<file path="src/rtl/rtc_pkg.sv">
package rtc_pkg;
  localparam int ADDR_W = 3;
  localparam int FLD_W  = 8;

  typedef logic [FLD_W-1:0] bcd8_t;

  typedef enum logic [ADDR_W-1:0] {
    ADR_SEC  = 3'd0,
    ADR_MIN  = 3'd1,
    ADR_HOUR = 3'd2,
    ADR_WDAY = 3'd3,
    ADR_DATE = 3'd4,
    ADR_MON  = 3'd5,
    ADR_YEAR = 3'd6,
    ADR_CTL  = 3'd7
  } rtc_addr_e;

  // Two-digit BCD increment; tens digit simply grows
  function automatic bcd8_t bcd_inc(input bcd8_t v);
    if (v[3:0] >= 4'd9) return {v[7:4] + 4'd1, 4'd0};
    else                return {v[7:4], v[3:0] + 4'd1};
  endfunction

  // Leap rule for a two-digit year in 2000..2099
  function automatic logic bcd_leap(input bcd8_t y);
    logic [7:0] b;
    b = ({4'd0, y[7:4]} * 8'd10) + {4'd0, y[3:0]};
    return (b[1:0] == 2'b00);
  endfunction

  // Last day of a month in BCD
  function automatic bcd8_t bcd_month_end(input bcd8_t m, input logic leap);
    case (m)
      8'h02:                      return leap ? 8'h29 : 8'h28;
      8'h04, 8'h06, 8'h09, 8'h11: return 8'h30;
      default:                    return 8'h31;
    endcase
  endfunction
endpackage

</file>
<file path="src/rtl/rtc_field_ctr.sv">
// Generic wrapping BCD field with load priority over increment.
module rtc_field_ctr
  import rtc_pkg::*;
#(
  parameter logic [7:0] LO   = 8'h00,
  parameter logic [7:0] HI   = 8'h59,
  parameter logic [7:0] MASK = 8'h7F,
  parameter logic [7:0] RST  = 8'h00
) (
  input  logic       clk,
  input  logic       rst,
  input  logic       inc_i,
  input  logic       ld_i,
  input  logic [7:0] ld_val_i,
  output logic [7:0] val_o
);
  always_ff @(posedge clk) begin
    if (rst)        val_o <= RST;
    else if (ld_i)  val_o <= ld_val_i & MASK;
    else if (inc_i) val_o <= (val_o == HI) ? LO : bcd_inc(val_o);
  end
endmodule

</file>
<file path="src/rtl/rtc_hour_ctr.sv">
// Hour field: 24-hour BCD or 12-hour BCD with PM flag in bit 5.
module rtc_hour_ctr
  import rtc_pkg::*;
(
  input  logic       clk,
  input  logic       rst,
  input  logic       fmt24_i,
  input  logic       inc_i,
  input  logic       ld_i,
  input  logic [7:0] ld_val_i,
  output logic [7:0] val_o,
  output logic       day_o
);
  localparam logic [7:0] HMASK = 8'h3F;

  logic [7:0] nxt;
  logic [7:0] inc12;
  logic       wrap;

  assign inc12 = bcd_inc({3'b000, val_o[4:0]});

  always_comb begin
    nxt  = val_o;
    wrap = 1'b0;
    if (fmt24_i) begin
      if (val_o == 8'h23) begin
        nxt  = 8'h00;
        wrap = 1'b1;
      end else begin
        nxt = bcd_inc(val_o);
      end
    end else begin
      if (val_o[4:0] == 5'h12) begin
        nxt = {2'b00, val_o[5], 5'h01};
      end else if (val_o[4:0] == 5'h11) begin
        nxt  = {2'b00, ~val_o[5], 5'h12};
        wrap = val_o[5];
      end else begin
        nxt = {2'b00, val_o[5], inc12[4:0]};
      end
    end
  end

  assign day_o = inc_i & wrap;

  always_ff @(posedge clk) begin
    if (rst)        val_o <= 8'h00;
    else if (ld_i)  val_o <= ld_val_i & HMASK;
    else if (inc_i) val_o <= nxt;
  end
endmodule

</file>
<file path="src/rtl/rtc_cal_ctr.sv">
// Weekday, day of month, month and year with month-length and leap rules.
module rtc_cal_ctr
  import rtc_pkg::*;
(
  input  logic       clk,
  input  logic       rst,
  input  logic       day_inc_i,
  input  logic [3:0] ld_i,       // {year, month, date, weekday}
  input  logic [7:0] ld_val_i,
  output logic [7:0] wday_o,
  output logic [7:0] date_o,
  output logic [7:0] mon_o,
  output logic [7:0] year_o
);
  localparam logic [7:0] DMASK = 8'h3F;

  logic [7:0] last_day;
  logic       date_wrap;
  logic       mon_wrap;

  assign last_day  = bcd_month_end(mon_o, bcd_leap(year_o));
  assign date_wrap = day_inc_i && (date_o == last_day);
  assign mon_wrap  = date_wrap && (mon_o == 8'h12);

  rtc_field_ctr #(.LO(8'h00), .HI(8'h06), .MASK(8'h07), .RST(8'h00)) u_wday (
    .clk(clk), .rst(rst), .inc_i(day_inc_i), .ld_i(ld_i[0]),
    .ld_val_i(ld_val_i), .val_o(wday_o)
  );

  always_ff @(posedge clk) begin
    if (rst)            date_o <= 8'h01;
    else if (ld_i[1])   date_o <= ld_val_i & DMASK;
    else if (day_inc_i) date_o <= date_wrap ? 8'h01 : bcd_inc(date_o);
  end

  rtc_field_ctr #(.LO(8'h01), .HI(8'h12), .MASK(8'h1F), .RST(8'h01)) u_mon (
    .clk(clk), .rst(rst), .inc_i(date_wrap), .ld_i(ld_i[2]),
    .ld_val_i(ld_val_i), .val_o(mon_o)
  );

  rtc_field_ctr #(.LO(8'h00), .HI(8'h99), .MASK(8'hFF), .RST(8'h00)) u_year (
    .clk(clk), .rst(rst), .inc_i(mon_wrap), .ld_i(ld_i[3]),
    .ld_val_i(ld_val_i), .val_o(year_o)
  );
endmodule

</file>
<file path="src/rtl/rtc_ctl.sv">
// Write decode, start lock, failure flag, format bit and phase-restart pulse.
module rtc_ctl
  import rtc_pkg::*;
#(
  parameter int NFLD = 7
) (
  input  logic              clk,
  input  logic              rst,
  input  logic              tick_i,
  input  logic              wr_en_i,
  input  logic [ADDR_W-1:0] wr_addr_i,
  input  logic [1:0]        ctl_bits_i,
  output logic              adv_o,
  output logic              fmt24_o,
  output logic              fail_o,
  output logic              run_o,
  output logic              clr_o,
  output logic [NFLD-1:0]   ld_o
);
  localparam logic [ADDR_W-1:0] CTL_ADDR = ADDR_W'(NFLD);

  logic ctl_wr;
  logic time_wr;

  assign ctl_wr  = wr_en_i && (wr_addr_i == CTL_ADDR);
  assign time_wr = wr_en_i && !ctl_wr;

  for (genvar i = 0; i < NFLD; i++) begin : g_dec
    assign ld_o[i] = wr_en_i && (wr_addr_i == ADDR_W'(i));
  end

  // A time write restarts the second, so a coincident tick is dropped
  assign adv_o = tick_i && run_o && !time_wr;

  always_ff @(posedge clk) begin
    if (rst) begin
      run_o   <= 1'b0;
      fail_o  <= 1'b1;
      fmt24_o <= 1'b1;
      clr_o   <= 1'b0;
    end else begin
      clr_o <= time_wr;
      if (time_wr) run_o <= 1'b1;
      if (ctl_wr) begin
        fmt24_o <= ctl_bits_i[0];
        if (!ctl_bits_i[1]) fail_o <= 1'b0;
      end
    end
  end
endmodule

</file>
<file path="src/rtl/bcd_rtc_calendar.sv">
module bcd_rtc_calendar
  import rtc_pkg::*;
(
  input  logic              clk,
  input  logic              rst,
  input  logic              tick_1hz,
  input  logic              wr_en,
  input  logic [ADDR_W-1:0] wr_addr,
  input  logic [7:0]        wr_data,
  input  logic [ADDR_W-1:0] rd_addr,
  output logic [7:0]        rd_data,
  output logic              sub_sec_clr
);
  localparam int NFLD = (1 << ADDR_W) - 1;

  logic            adv, fmt24_q, fail_q, run_q;
  logic [NFLD-1:0] fld_ld;
  logic [7:0]      sec_q, min_q, hour_q, wday_q, date_q, mon_q, year_q;
  logic            sec_wrap, min_wrap, day_inc;

  rtc_ctl #(.NFLD(NFLD)) u_ctl (
    .clk(clk), .rst(rst), .tick_i(tick_1hz), .wr_en_i(wr_en),
    .wr_addr_i(wr_addr), .ctl_bits_i(wr_data[1:0]),
    .adv_o(adv), .fmt24_o(fmt24_q), .fail_o(fail_q), .run_o(run_q),
    .clr_o(sub_sec_clr), .ld_o(fld_ld)
  );

  assign sec_wrap = adv && (sec_q == 8'h59);
  assign min_wrap = sec_wrap && (min_q == 8'h59);

  rtc_field_ctr #(.LO(8'h00), .HI(8'h59), .MASK(8'h7F), .RST(8'h00)) u_sec (
    .clk(clk), .rst(rst), .inc_i(adv), .ld_i(fld_ld[ADR_SEC]),
    .ld_val_i(wr_data), .val_o(sec_q)
  );

  rtc_field_ctr #(.LO(8'h00), .HI(8'h59), .MASK(8'h7F), .RST(8'h00)) u_min (
    .clk(clk), .rst(rst), .inc_i(sec_wrap), .ld_i(fld_ld[ADR_MIN]),
    .ld_val_i(wr_data), .val_o(min_q)
  );

  rtc_hour_ctr u_hour (
    .clk(clk), .rst(rst), .fmt24_i(fmt24_q), .inc_i(min_wrap),
    .ld_i(fld_ld[ADR_HOUR]), .ld_val_i(wr_data), .val_o(hour_q),
    .day_o(day_inc)
  );

  rtc_cal_ctr u_cal (
    .clk(clk), .rst(rst), .day_inc_i(day_inc),
    .ld_i(fld_ld[ADR_YEAR:ADR_WDAY]), .ld_val_i(wr_data),
    .wday_o(wday_q), .date_o(date_q), .mon_o(mon_q), .year_o(year_q)
  );

  always_ff @(posedge clk) begin
    if (rst) begin
      rd_data <= '0;
    end else begin
      case (rd_addr)
        ADR_SEC:  rd_data <= sec_q;
        ADR_MIN:  rd_data <= min_q;
        ADR_HOUR: rd_data <= hour_q;
        ADR_WDAY: rd_data <= wday_q;
        ADR_DATE: rd_data <= date_q;
        ADR_MON:  rd_data <= mon_q;
        ADR_YEAR: rd_data <= year_q;
        default:  rd_data <= {6'd0, fail_q, fmt24_q};
      endcase
    end
  end
endmodule

</file>
<file path="config.mk">
export PLATFORM = sky130hd
export DESIGN_NAME = bcd_rtc_calendar
export DESIGN_NICKNAME = d
export VERILOG_FILES = /design/src/rtl/rtc_pkg.sv /design/src/rtl/rtc_field_ctr.sv /design/src/rtl/rtc_hour_ctr.sv /design/src/rtl/rtc_cal_ctr.sv /design/src/rtl/rtc_ctl.sv /design/src/rtl/bcd_rtc_calendar.sv
export SDC_FILE = /design/constraint.sdc
export NUM_CORES = 1
export LEC_CHECK = 0
export CORE_UTILIZATION = 57
export CTS_CLUSTER_SIZE = 24
export DETAILED_ROUTE_END_ITERATION = 7
export DONT_BUFFER_PORTS = 1
export GPL_ROUTABILITY_DRIVEN = 1
export PLACE_DENSITY_LB_ADDON = 0.2
export SYNTH_ARGS = -nofsm -noshare
export SYNTH_HDL_FRONTEND = slang
export SYNTH_HIERARCHICAL = 1
export SYNTH_SLANG_ARGS = --single-unit
</file>
<file path="constraint.sdc">
create_clock -name clk -period 5.3 [get_ports clk]
set_clock_uncertainty 0.15 [all_clocks]
set_input_delay 0.53 -clock clk [delete_from_list [all_inputs] [get_ports clk]]
set_output_delay 0.53 -clock clk [all_outputs]
set_load 0.05 [all_outputs]
</file>
==> impl_metrics.json <==
{
  "run_status": "finished, final reports clean",
  "design.die.area_sq_mm": 0.009451,
  "final_layout_size_suffix_gt1_share_pct": 11.45,
  "first_global_vias": 4540,
  "finalMaxSlewViolations": 0,
  "synth_async_sr_flop_share_pct": 0,
  "yosys_register_bits": 68,
  "htree_levels": 3,
  "clk_path_buf_depth": 2,
  "place_congestion": 0.8888,
  "design.portCount": 27,
  "cts.sink_count": 68,
  "class_of_the_worst_hold_path": "in2reg",
  "synth_cells": 623,
  "critical_path_class": "reg2reg",
  "route.detailed.drc": 0,
  "placed_cells_incl_taps": 712,
  "number_of_synthesized_flops_with_an_enable_pin": 0,
  "maxSlewHeadroom_pct": 42.54,
  "power_frac_comb_pct": 10.0,
  "p_leak_nw": 1.917,
  "cp_slowest_cell": "sky130_fd_sc_hd__a21oi_1",
  "register_area_sq_mm": 0.001361,
  "ant_nets": 0,
  "final_instance_count_excl_fillers": 728,
  "main_flop_type_after_synthesis": "sky130_fd_sc_hd__dfxtp_1",
  "unrepaired_setup_endpoints_after_global_routing": "false",
  "irDropWorstVdd_mv": 0.1194,
  "final_cell_area_sq_mm": 0.005470,
  "setup_viol_count_final": 0,
  "antennaDiodeCount": 0,
  "route.detailed.vias_per_inst": 6.567,
  "synthesis.nets": 678,
  "period_share_pct": 76.38,
  "total_switching_power_mw": 0.3141,
  "rows": 34,
  "die_width_um": 97.22,
  "antenna_found_initial": 0,
  "worst-slew-pin-transition_ns": 0.8588,
  "clock.fmax_mhz": 247.0,
  "fp.coreArea_sq_mm": 0.008763,
  "synth_warnings": 6,
  "initialDrtViolationCount": 413,
  "numPortBuffers": 0,
  "synth_sequential_area_ratio_pct": 26.34,
  "cts_tree": "yes",
  "via_count": 4781,
  "end_kind": "flop",
  "clock_buffers_created_by_tritoncts": 9,
  "most_common_library_cell_in_the_layout_ignoring_fill_and_taps": "sky130_fd_sc_hd__dfxtp_1",
  "grt_max_degree": 60,
  "initial_utilization_pct": 58.97,
  "path_delay_family": "compound AO/OA/AOI/OAI gates",
  "final_core_util_pct": 62.42,
  "first_pass_iters": 5,
  "finish.net_count": 670,
  "post_dp_cell_area_sq_mm": 0.005221,
  "syn_to_final_growth_pct": 5.860,
  "critical_path_required_ns": 5.41,
  "crit_fanout": 11,
  "final.fill_count": 770,
  "number_of_distinct_library_cells_after_synthesis": 95,
  "multi_input_comb_area_sq_mm": 0.003526,
  "min_period_ns": 4.048,
  "clkPwrFrac_pct": 44.0,
  "syn-cell-area_sq_mm": 0.005167,
  "hpwl_um": 10050,
  "cap_viol_max_count": 0,
  "crit_path_start_kind": "flop",
  "timing.critical_path.slowest_cell_delay_ns": 0.63,
  "clock_tree_root": "sky130_fd_sc_hd__clkbuf_8",
  "finalHoldViolCount": 0,
  "cts_post_setup_buffers_inserted": 0,
  "p_seq_share_pct": 46.1,
  "overall_global_routing_usage_pct": 29.88,
  "layout_common_cells": "sky130_fd_sc_hd__dfxtp_1, sky130_fd_sc_hd__nand2_1, sky130_fd_sc_hd__a21oi_1, sky130_fd_sc_hd__nor2_1, sky130_fd_sc_hd__inv_1",
  "cts.reportedPaths.clkPinSlew_ns": 0.08,
  "cts_hold_repair.buffers": 0,
  "drt-wirelength-per-cell_um": 19.30,
  "totalWireLength_um": 14050,
  "power_report.internal_total_mw": 0.9120,
  "critical_path_arrival_ns": 4.15,
  "crit_top_cell": "sky130_fd_sc_hd__nand2_1",
  "fin_setup_tns_ns": 0,
  "insertion_delay_ns": 0.35,
  "power_switching_share_pct": 25.62,
  "chipHeight_um": 97.22,
  "grt_first_pass_wirelength_um": 22690,
  "cp_cell_sequence": "nand2_1, a21oi_1, inv_1, nor4_1, buf_4, and3_1, and2_1, nand2_1, nor2_1, o21ai_2, a2111oi_4, inv_1, a21oi_2, nand2_1, a221oi_2",
  "powerDensity_mw_per_mm2": 224.2,
  "global_route.overflow_total": 0,
  "post_synth.cell_area_avg_sq_um": 8.294,
  "post_cts_resize_count": 0,
  "cp_num_buf_inv": 3
}
routing by layer:
metal	global-route usage (%)	part of all wire (%)	routed length (um)
met5	0	0	0
met4	10.18	2.7	376
met3	5.827	6.1	863
met2	50.43	48	6697
met1	38.11	44	6111
cell usage after synthesis (7+ instances only):
master | n | area, sq um
sky130_fd_sc_hd__a21oi_1 | 47 | 235.2
sky130_fd_sc_hd__mux2i_1 | 12 | 120.1
sky130_fd_sc_hd__or3_1 | 10 | 62.56
sky130_fd_sc_hd__nand2b_1 | 9 | 56.30
sky130_fd_sc_hd__nor2b_1 | 9 | 56.30
sky130_fd_sc_hd__inv_1 | 43 | 161.4
sky130_fd_sc_hd__nor3_1 | 14 | 70.07
sky130_fd_sc_hd__ha_1 | 37 | 462.9
sky130_fd_sc_hd__nand3b_1 | 7 | 52.55
sky130_fd_sc_hd__nor3b_1 | 7 | 52.55
sky130_fd_sc_hd__or2_2 | 7 | 43.79
sky130_fd_sc_hd__nor2_1 | 45 | 168.9
sky130_fd_sc_hd__clkbuf_1 | 11 | 41.29
sky130_fd_sc_hd__a211oi_1 | 10 | 75.07
sky130_fd_sc_hd__and3_1 | 7 | 43.79
sky130_fd_sc_hd__nand4_1 | 10 | 62.56
sky130_fd_sc_hd__dfxtp_1 | 68 | 1361
sky130_fd_sc_hd__buf_2 | 8 | 40.04
sky130_fd_sc_hd__o21ai_0 | 17 | 85.08
sky130_fd_sc_hd__a31oi_1 | 11 | 68.82
sky130_fd_sc_hd__nand2_1 | 52 | 195.2
sky130_fd_sc_hd__xnor2_1 | 7 | 61.31
sky130_fd_sc_hd__nand3_1 | 23 | 115.1
final cells by class:
class                      count  area share (%)
clock buffer                  10           2.516
clock inverter                 6           2.036
timing repair buffer           5          0.6862
multi-input combinational    488           64.46
sequential                    68           24.89
inverter                      43           2.951
tap                          108           2.470
final timing paths:
path | startpoint | endpoint | slack (ns) | cells past startpoint
worst max-delay path | u_ctl/run_o$_SDFFE_PP0P_ | u_cal/u_year/val_o[0]$_SDFFE_PP0P_ | 1.25 | 15
worst max register to register | u_ctl/run_o$_SDFFE_PP0P_ | u_cal/u_year/val_o[0]$_SDFFE_PP0P_ | 1.25 | 15
worst min-delay path | rst | u_min/val_o[7]$_SDFFE_PP0P_ | 0.09 | 1
worst min register to register | u_ctl/run_o$_SDFFE_PP0P_ | u_ctl/run_o$_SDFFE_PP0P_ | 0.38 | 2
power groups by stage:
stage               logic (mW)  registers (mW)  clock network, mW
floorplan                0.111           0.566                  0
global placement         0.117           0.576                  0
detailed placement       0.120           0.576                  0
CTS                      0.121           0.564              0.547
global route             0.134           0.568              0.568
finish                   0.122           0.565              0.539
stage by stage:
step	power, mW	hold slack [ns]	setup WS (ns)
3_5_place_dp	0.6965	0.3565	1.202
5_1_grt	1.271	0.07206	0.9988
3_3_place_gp	0.6927	0.3426	1.306
4_1_cts	1.232	0.07770	1.400
2_1_floorplan	0.6769	0.3089	2.121
6_report	1.226	0.09262	1.252
kinds of logic (layout without fill, tap and decap cells):
kind of cell	count (synthesis)	count (layout)	synth area share (%)
AO/OA/AOI/OAI	172	172	25.57
multiplexers	16	16	3.414
AND/OR/NAND/NOR	252	252	28.43
buffers and inverters	67	64	5.424
XOR/XNOR	11	11	1.864
adder cells (fa/ha/maj)	37	37	8.959
flip-flops	68	68	26.34
sequential cells by signal (all words and copies together), names as in the netlist:
| signal | count |
|---|---|
| u_cal/date_o | 8 |
| rd_data | 8 |
| u_cal/u_wday/val_o | 8 |
| u_ctl/clr_o | 1 |
| u_sec/val_o | 8 |
| u_hour/val_o | 8 |
| u_ctl/fmt24_o | 1 |
| u_cal/u_year/val_o | 8 |
| u_ctl/run_o | 1 |
| u_cal/u_mon/val_o | 8 |
| u_ctl/fail_o | 1 |
| u_min/val_o | 8 |
Note: power is estimated with default switching activity, not from simulation.
